File: config.mk
export PLATFORM = sky130hd
export DESIGN_NAME = cmpwm_timer
export DESIGN_NICKNAME = d
export VERILOG_FILES = /design/src/rtl/cmpwm_pkg.sv /design/src/rtl/cmpwm_prescale.sv /design/src/rtl/cmpwm_channel.sv /design/src/rtl/cmpwm_timer.sv
export SDC_FILE = /design/constraint.sdc
export NUM_CORES = 1
export LEC_CHECK = 0
export ABC_CLOCK_PERIOD_IN_PS = 3450
export BUFFER_PORTS_ARGS = -buffer_cell sky130_fd_sc_hd__buf_4
export CAP_MARGIN = 20
export CORE_MARGIN = 2
export CORE_UTILIZATION = 45
export DETAILED_ROUTE_END_ITERATION = 6
export PLACE_DENSITY_LB_ADDON = 0.15
export SYNTH_ARGS = -nofsm -noshare
export SYNTH_HDL_FRONTEND = slang
export SYNTH_SLANG_ARGS = --single-unit
File: constraint.sdc
create_clock -name clk -period 3.45 [get_ports clk]
set_clock_uncertainty 0.1 [all_clocks]
set_input_delay 0 -clock clk [delete_from_list [all_inputs] [get_ports clk]]
set_output_delay 0 -clock clk [all_outputs]
set_load 0.02 [all_outputs]
File: src/rtl/cmpwm_pkg.sv
package cmpwm_pkg;
  localparam int BANK_BASE   = 'h10;
  localparam int BANK_STRIDE = 'h40;
  localparam int NCMP        = 4;

  localparam logic [5:0] OFF_CTRL = 6'h00;
  localparam logic [5:0] OFF_MODE = 6'h04;
  localparam logic [5:0] OFF_PINC = 6'h08;
  localparam logic [5:0] OFF_IEN  = 6'h0C;
  localparam logic [5:0] OFF_STAT = 6'h10;
  localparam logic [5:0] OFF_CNT  = 6'h14;
  localparam logic [5:0] OFF_CMPA = 6'h18;

  localparam logic [1:0] MODE_PWM = 2'd2;

  // returns {valid, compare index}
  function automatic logic [2:0] clr_decode(input logic [2:0] code);
    case (code)
      3'd1:    clr_decode = 3'b100;
      3'd2:    clr_decode = 3'b101;
      3'd5:    clr_decode = 3'b110;
      3'd6:    clr_decode = 3'b111;
      default: clr_decode = 3'b000;
    endcase
  endfunction
endpackage

File: src/rtl/cmpwm_prescale.sv
module cmpwm_prescale #(
  parameter int NPS = 4
) (
  input  logic                   clk,
  input  logic                   rst_n,
  input  logic                   restart,
  input  logic [$clog2(NPS)-1:0] code,
  output logic                   tick
);
  localparam int DIVW = 2 * (NPS - 1);

  logic [DIVW-1:0] div_q;
  logic [DIVW:0]   full;
  logic [DIVW-1:0] mask;

  always_comb begin
    full = (DIVW+1)'(1) << (2 * code);
    mask = DIVW'(full - 1'b1);
    tick = &(div_q | ~mask);
  end

  always_ff @(posedge clk or negedge rst_n) begin
    if (!rst_n)       div_q <= '0;
    else if (restart) div_q <= '0;
    else              div_q <= div_q + 1'b1;
  end
endmodule

File: src/rtl/cmpwm_channel.sv
module cmpwm_channel
  import cmpwm_pkg::*;
#(
  parameter int DW  = 16,
  parameter int NPS = 4
) (
  input  logic          clk,
  input  logic          rst_n,
  input  logic          run,
  input  logic          wr_en,
  input  logic [5:0]    off,
  input  logic [DW-1:0] wdata,
  output logic [DW-1:0] rdata,
  output logic          pin
);
  localparam int PSW = $clog2(NPS);

  logic [DW-1:0] ctrl_q, mode_q, pinc_q, ien_q, stat_q, cnt_q;
  logic [DW-1:0] cmp_q [NCMP];
  logic [NCMP-1:0] hit;
  logic [2:0]      clr_sel;
  logic            clr_hit, tick, step, pwm_mode, pin_q;
  logic [PSW-1:0]  ps_code;

  for (genvar i = 0; i < NCMP; i++) begin : g_hit
    assign hit[i] = (cnt_q == cmp_q[i]);
  end

  always_comb begin
    clr_sel  = clr_decode(ctrl_q[7:5]);
    clr_hit  = clr_sel[2] && hit[clr_sel[1:0]];
    pwm_mode = (mode_q[1:0] == MODE_PWM);
    step     = run && tick;
    if (ctrl_q[2:0] > 3'(NPS - 1)) ps_code = PSW'(NPS - 1);
    else                           ps_code = ctrl_q[PSW-1:0];
  end

  cmpwm_prescale #(.NPS(NPS)) u_ps (
    .clk     (clk),
    .rst_n   (rst_n),
    .restart (wr_en && off == OFF_CTRL),
    .code    (ps_code),
    .tick    (tick)
  );

  always_ff @(posedge clk or negedge rst_n) begin
    if (!rst_n) begin
      ctrl_q <= '0; mode_q <= '0; pinc_q <= '0;
      ien_q  <= '0; stat_q <= '0; cnt_q  <= '0;
      pin_q  <= 1'b0;
      for (int i = 0; i < NCMP; i++) cmp_q[i] <= '0;
    end else begin
      if (wr_en && off == OFF_CTRL) ctrl_q <= wdata;
      if (wr_en && off == OFF_MODE) mode_q <= wdata;
      if (wr_en && off == OFF_PINC) pinc_q <= wdata;
      if (wr_en && off == OFF_IEN)  ien_q  <= wdata;
      if (wr_en && off == OFF_STAT) stat_q <= wdata;
      for (int i = 0; i < NCMP; i++)
        if (wr_en && off == 6'(OFF_CMPA + 4 * i)) cmp_q[i] <= wdata;

      if (wr_en && off == OFF_CNT) cnt_q <= wdata;
      else if (step)               cnt_q <= clr_hit ? '0 : cnt_q + 1'b1;

      if (wr_en && off == OFF_PINC) pin_q <= wdata[2];
      else if (step) begin
        if (clr_hit && pwm_mode) pin_q <= pinc_q[2];
        else if (hit[0]) begin
          case (pinc_q[1:0])
            2'd1:    pin_q <= 1'b0;
            2'd2:    pin_q <= 1'b1;
            2'd3:    pin_q <= ~pin_q;
            default: pin_q <= pin_q;
          endcase
        end
      end
    end
  end

  always_comb begin
    rdata = '0;
    case (off)
      OFF_CTRL: rdata = ctrl_q;
      OFF_MODE: rdata = mode_q;
      OFF_PINC: rdata = pinc_q;
      OFF_IEN:  rdata = ien_q;
      OFF_STAT: rdata = stat_q;
      OFF_CNT:  rdata = cnt_q;
      default:  rdata = '0;
    endcase
    for (int i = 0; i < NCMP; i++)
      if (off == 6'(OFF_CMPA + 4 * i)) rdata = cmp_q[i];
  end

  assign pin = pin_q;
endmodule

File: src/rtl/cmpwm_timer.sv
module cmpwm_timer
  import cmpwm_pkg::*;
#(
  parameter int NCH = 4,
  parameter int AW  = 8,
  parameter int DW  = 16,
  parameter int NPS = 4
) (
  input  logic           clk,
  input  logic           rst_n,
  input  logic           bus_we,
  input  logic [AW-1:0]  bus_addr,
  input  logic [DW-1:0]  bus_wdata,
  output logic [DW-1:0]  bus_rdata,
  output logic [NCH-1:0] pwm_out
);
  localparam int BW = AW - 6;

  logic [NCH-1:0] run_q;
  logic [AW-1:0]  rel;
  logic           in_banks;
  logic [BW-1:0]  bank;
  logic [5:0]     off;
  logic [DW-1:0]  ch_rd [NCH];

  always_comb begin
    rel      = bus_addr - AW'(BANK_BASE);
    in_banks = (bus_addr >= AW'(BANK_BASE));
    bank     = rel[AW-1:6];
    off      = rel[5:0];
  end

  always_ff @(posedge clk or negedge rst_n) begin
    if (!rst_n)                           run_q <= '0;
    else if (bus_we && bus_addr == '0)    run_q <= bus_wdata[NCH-1:0];
  end

  for (genvar c = 0; c < NCH; c++) begin : g_ch
    cmpwm_channel #(.DW(DW), .NPS(NPS)) u_ch (
      .clk   (clk),
      .rst_n (rst_n),
      .run   (run_q[c]),
      .wr_en (bus_we && in_banks && bank == BW'(c)),
      .off   (off),
      .wdata (bus_wdata),
      .rdata (ch_rd[c]),
      .pin   (pwm_out[c])
    );
  end

  always_comb begin
    bus_rdata = '0;
    if (bus_addr == '0) bus_rdata = DW'(run_q);
    else if (in_banks)
      for (int c = 0; c < NCH; c++)
        if (bank == BW'(c)) bus_rdata = ch_rd[c];
  end
endmodule

### Word level (Yosys, flattened, before mapping)

Index checks and enable logic that the tools add are counted.

* $lt $le $gt $ge: 9
* shift operators: 4
* equality and inequality tests: 60
* $add $sub $neg: 13
* bitwise logic cells: 12
* reduce and logical (&&, ||, !) cells: 85
* muxes and demuxes: 78

Operator list (count)
* $mux W16: 34
* $pmux W16 S6: 4
* $eq A16 B16 Y1: 16
* $add A16 B1 Y16 const B: 4
* $logic_and A1 B1 Y1: 58
* $pmux W3 S4: 4
* $eq A2 B2 Y1 const B: 14
* $add A6 B1 Y6 const B: 4
* $eq A3 B3 Y1 const B: 8
* $eq A6 B5 Y1 const B: 4
* $mux W6: 4
* $not A6 Y6: 4
* $or A6 B6 Y6: 4
* $reduce_and A6 Y1: 4
* $shl A1 B3 Y6 const A: 4
* $sub A6 B1 Y6 const B: 4
* $mux W1: 20
* $reduce_bool A5 Y1: 4
* $reduce_bool A2 Y1: 8
* $eq A3 B1 Y1 const B: 4
* $eq A3 B2 Y1 const B: 4
* $eq A6 B4 Y1 const B: 2
* $eq A6 B6 Y1 const B: 2
* $gt A3 B2 Y1 const B: 4
* 14 further kinds: 39

* logic and storage cells: 310
* output and inout bits: 20
* register bits after elaboration: 672

### Depth between registers and ports, before layout

* word-level depth: 13
* mapped depth: 12

### Hierarchy

Synthesis repeated with hierarchy kept, for this count alone.

* cell total of the unflattened synthesis: 3464
* area total of the unflattened synthesis: 36686.4 um^2

Modules (own cells, without submodules)
* cmpwm_channel (g_ch[2].u_ch ...): times used 2, seq. area each 4028.9 um^2, area each 8622.0 um^2, cells each 829
* cmpwm_channel (g_ch[1].u_ch): times used 1, seq. area each 4028.9 um^2, area each 8732.1 um^2, cells each 803
* cmpwm_channel (g_ch[0].u_ch): times used 1, seq. area each 4028.9 um^2, area each 8627.0 um^2, cells each 789
* cmpwm_prescale: times used 4, seq. area each 150.1 um^2, area each 282.8 um^2, cells each 26
* cmpwm_timer: times used 1, seq. area each 100.1 um^2, area each 952.2 um^2, cells each 110

### Worst setup path after synthesis

OpenSTA, ideal clock, no wires.

* path kind: reg2reg
* start: reg g_ch[3].u_ch.cnt_q[1]
* end: reg g_ch[3].u_ch.cnt_q[15]
* slack: 1.044 ns
* required time: 3.276 ns
* cell stages (with the launch flop): 10
* library setup time: 0.074 ns
* period minus slack after synthesis: 2.406 ns
* path buffers: 1
* arrival: 2.232 ns
* cells stage by stage: dfrtp_1 buf_4 and3_4 nand3_4 or4_4 or2_4 or4_1 nand2_1 a22oi_2 o21ai_2

* cells in the longest elaborated chain, start to end: 7
* elaborated cells on any way between the ends: 11
* classes of those cells: 1 x add/sub; 4 x eq/ne; 5 x mux; 1 x reduce/logical

Ends and longest elaborated chain
* start: declaration: line cmpwm_channel.sv:18 `logic [DW-1:0] ctrl_q, mode_q, pinc_q, ien_q, stat_q, cnt_q;`
* start signal: assignment: line cmpwm_channel.sv:61 `if (wr_en && off == OFF_CNT) cnt_q <= wdata;`
* start signal: assignment: line cmpwm_channel.sv:62 `else if (step) cnt_q <= clr_hit ? '0 : cnt_q + 1'b1;`
* parallel branches: the longest is 4 deep, another holds $add A16 B1 Y16
* $mux W16 (*) (2 in a row): line cmpwm_channel.sv:62
* $mux W16 (*): line cmpwm_channel.sv:61

Every way passes the cells marked *. The select of a mux whose other input is x is not followed.
A chain may end at the register's enable or synchronous reset.

### Final worst setup path

* start: reg g_ch[0].u_ch.cnt_q[1]
* end: out bus_rdata[1]

* cells in the longest elaborated chain, start to end: 11

Ends and longest elaborated chain
* start: declaration: line cmpwm_channel.sv:18
* start signal: assignment: line cmpwm_channel.sv:61
* start signal: assignment: line cmpwm_channel.sv:62
* $pmux W16 S6: line cmpwm_channel.sv:81 `case (off)`
* $mux W16 (4 in a row): line cmpwm_channel.sv:91 `if (off == 6'(OFF_CMPA + 4 * i)) rdata = cmp_q[i];`
* $mux W16 (4 in a row): line cmpwm_timer.sv:56 `if (bank == BW'(c)) bus_rdata = ch_rd[c];`
* $mux W16: line cmpwm_timer.sv:54 `else if (in_banks)`
* $mux W16: line cmpwm_timer.sv:53 `if (bus_addr == '0) bus_rdata = DW'(run_q);`
* end: declaration: line cmpwm_timer.sv:14 `output logic [DW-1:0] bus_rdata,`

Every way passes these cells.

==> results.py <==
metrics = {
    "grt": {
        "antenna_found_initial": 1,
        "grt_max_degree": 85,
        "grt_first_pass_wirelength_mm": 176,
        "overflow": 0,
        "grt_pass1_vias": 26300,
        "grt_use_total_pct": 28.7,
    },
    "detailed_routing": {
        "vias": 26300,
        "post-route-drc-count": 0,
        "dr.pass1.iters": 6,
        "drt-wirelength-per-cell_um": 28.1,
        "drt-total-wl_mm": 118,
        "drt-initial-drc-count": 2716,
        "drtAntennaViolNets": 0,
        "avgViaCountPerCell": 6.28,
    },
    "timing": {
        "clock.fmax_mhz": 299,
        "fin_tns_setup_ns": 0,
        "finalSetupViolCount": 0,
        "final_period_minus_worst_setup_slack_ns": 3.34,
        "slew_headroom_pct": 32.8,
        "worstMarginPinSlew_ns": 1.01,
        "slew_violations": 0,
        "rsz0062_at_grt": "false",
        "hold_slack_ns": 0.115,
        "finalCritPeriodShare_pct": 96.9,
        "final_hold_viol_count": 0,
    },
    "worst_setup_path": {
        "cp_cell_sequence": "mux2_2, o22ai_1, o21ai_0, o21ai_0, a21oi_1, nor3_1, buf_4, a211oi_1, buf_4",
        "crit_slowest_cell": "dfrtp_2",
        "cp-end-kind": "output port",
        "path_class": "reg -> out",
        "cpPeakStageDelay_ns": 0.55,
        "critical_path.top_delay_family": "compound AO/OA/AOI/OAI gates",
        "startpoint_type": "flop",
        "crit_arrival_ns": 3.24,
        "r2r_setup_slack_ns": 0.21,
        "critical_path_peak_fanout": 8,
        "cp_data_required_time_ns": 3.35,
        "crit_buf_inv": 2,
    },
    "yosys": {
        "synth_cells": 3097,
        "synth_warnings": 0,
        "netlist_area_um2": 35700,
        "netlist-cell-type-count": 74,
        "syn_avg_cell_area_um2": 11.5,
        "ys_ff_latch": 672,
        "ys_seq_area_share_pct": 47.1,
        "async_reset_ff_share_pct": 100,
        "syn_nets": 3143,
        "synth_edf_count": 0,
        "ys.flop_type": "dfrtp_1",
    },
    "die": {
        "die_area_um2": 81500,
        "io_pins": 47,
        "core_um2": 78700,
        "start_util_pct": 45.3,
        "dieWidth_um": 286,
        "die_h_um": 286,
        "rows": 103,
    },
    "pwr": {
        "p_clk_share_pct": 39.0,
        "powerDensity_nw_per_um2": 546,
        "switching_share_pct": 30.0,
        "power.switching_w": 0.00656,
        "seqPwrFrac_pct": 44.7,
        "p_total_w": 0.0218,
        "comb_power_share_pct": 16.2,
        "p_leak_nw": 18.0,
        "p_int_w": 0.0153,
        "ir_drop_mv": 0.420,
    },
    "placement": {
        "hpwlAfterDp_mm": 77.3,
        "io_buffer_count": 46,
        "dpl-instance-area_um2": 37200,
        "gp_congestion": 0.920,
    },
    "finish": {
        "nNetsFinal": 3129,
        "syn2layout_area_growth_pct": 12.3,
        "drive_gt1_share_pct": 32.9,
        "n_fill_cell": 6935,
        "fin_area_um2": 40000,
        "final_util_pct": 50.9,
    },
    "cts": {
        "numCtsBuffers": 79,
        "cts_sinks": 672,
        "clk_latency_ns": 0.63,
        "path_clk_slew_ns": 0.06,
        "tritoncts": "done",
        "cts-root-buf": "clkbuf_16",
        "clk_path_buf_depth": 3,
        "h-tree-depth": 3,
    },
    "outcome": {
        "status": "completed",
    },
    "flow_run": {
        "drv_cap": 0,
    },
    "min_path": {
        "hold_class": "in -> reg",
    },
}
[worst paths after layout]
path,from,to,depth (start not counted)
hold reg to reg,g_ch[3].u_ch.ctrl_q[14],g_ch[3].u_ch.ctrl_q[14],2
hold / removal,bus_addr[4],g_ch[1].u_ch.cmp_q[9],5
max in group asynchronous,rst_n,g_ch[2].u_ch.ien_q[8],4
min in group asynchronous,rst_n,g_ch[1].u_ch.mode_q[12],3
setup reg to reg,g_ch[3].u_ch.cnt_q[6],g_ch[3].u_ch.pin,8
setup / recovery,g_ch[0].u_ch.cnt_q[1],bus_rdata[1],9
[area by class of cell]
class	instances	area (um2)	area share (%)
repair buffers	190	1710	4.27
clock inverters	25	297	0.740
flip-flops and latches	672	16800	42.0
well taps	1050	1310	3.28
inverters	17	63.8	0.159
diodes	1	2.50	0.00625
clock buffers	113	2320	5.79
multi-input cells	2123	17500	43.8
[per-stage QoR]
stage	instances	setup WS, ns
floorplan	3097	1.04
detailed placement	4032	0.288
global route	4190	0.0609
global placement	4032	0.322
CTS	4190	0.00259
finish	4191	0.105
[synthesized netlist by cell type (56+ instances only)]
cell type	n	area, um2
xor2_1	221	1940
mux2_2	615	6930
buf_2	104	521
clkbuf_1	146	548
dfrtp_1	672	16800
a22oi_1	68	510
o21ai_0	146	731
nor4_1	56	350
nand2_1	207	777
nor2_1	124	465
a21oi_1	82	410
mux4_2	56	1260
[sequential cells by signal, indices dropped and copies added, names as in the netlist]
name,count
g_ch.u_ch.ien_q,64
g_ch.u_ch.cnt_q,64
run_q,4
g_ch.u_ch.mode_q,64
g_ch.u_ch.u_ps.div_q,24
g_ch.u_ch.cmp_q,256
g_ch.u_ch.pin,4
g_ch.u_ch.stat_q,64
g_ch.u_ch.pinc_q,64
g_ch.u_ch.ctrl_q,64
[worst register-to-register path, stage by stage, from the launching register on]
cell and delay (ns):
dfrtp_1 0.56, xor2_1 0.26, nor4_1 0.43, nand3_1 0.13
nor4_1 0.25, o21ai_1 0.29, and2_1 0.50, o41a_1 0.50
a21oi_1 0.14
[routing by layer]
layer,vias to the layer above,track usage [%],wire length (um)
met2,1179,43.6,52500
met4,2,10.8,4800
met3,231,4.23,8340
met1,13700,41.7,52000
li1,11200,-,-
met5,-,0,13
[cells in the final DEF, fill, tap and decap left out, drive strengths merged, types with 28 or more instances in the layout]
| cell | synthesis | final |
|---|---|---|
| a22oi | 69 | 69 |
| a31oi | 28 | 28 |
| o22ai | 49 | 49 |
| a221oi | 30 | 30 |
| mux2 | 615 | 615 |
| nand3 | 49 | 49 |
| a21oi | 82 | 82 |
| clkbuf | 147 | 113 |
| nor2 | 141 | 141 |
| nand2 | 207 | 207 |
| o21ai | 151 | 151 |
| xnor2 | 52 | 52 |
| xor2 | 221 | 221 |
| dfrtp | 672 | 672 |
| nor3 | 41 | 41 |
| mux4 | 56 | 56 |
| nor4 | 56 | 56 |
| buf | 138 | 171 |
[repair_timing]
| action | CTS | global route |
|---|---|---|
| setup buffers | 0 | 0 |
| gates resized for setup | 1 | 7 |
| endpoints found under the hold margin | 696 | 0 |
| hold buffers | 20 | 0 |
| endpoints found under the setup margin | 1 | 7 |
[power by group through the flow]
| stage | Sequential, W | Combinational (W) | Clock, W |
|---|---|---|---|
| after detailed placement | 0.00988 | 0.00348 | 0 |
| after floorplan | 0.00901 | 0.00295 | 0 |
| after global placement | 0.00984 | 0.00342 | 0 |
| final | 0.00978 | 0.00355 | 0.00853 |
| after CTS | 0.00974 | 0.00352 | 0.00866 |
| after global routing | 0.00985 | 0.00386 | 0.00899 |
[kinds of logic (layout without fill, tap and decap cells)]
family | after synthesis | count (layout) | share of synthesized area [%]
compound gates | 523 | 523 | 9.62
xor+xnor | 273 | 273 | 6.70
other cells | 0 | 1 | 0
buf+inv | 302 | 345 | 3.96
flops | 672 | 672 | 47.1
fa+ha+maj | 19 | 19 | 0.666
mux | 678 | 678 | 23.1
simple gates | 630 | 630 | 8.77
No activity file was read; power rests on OpenSTA's default activity.
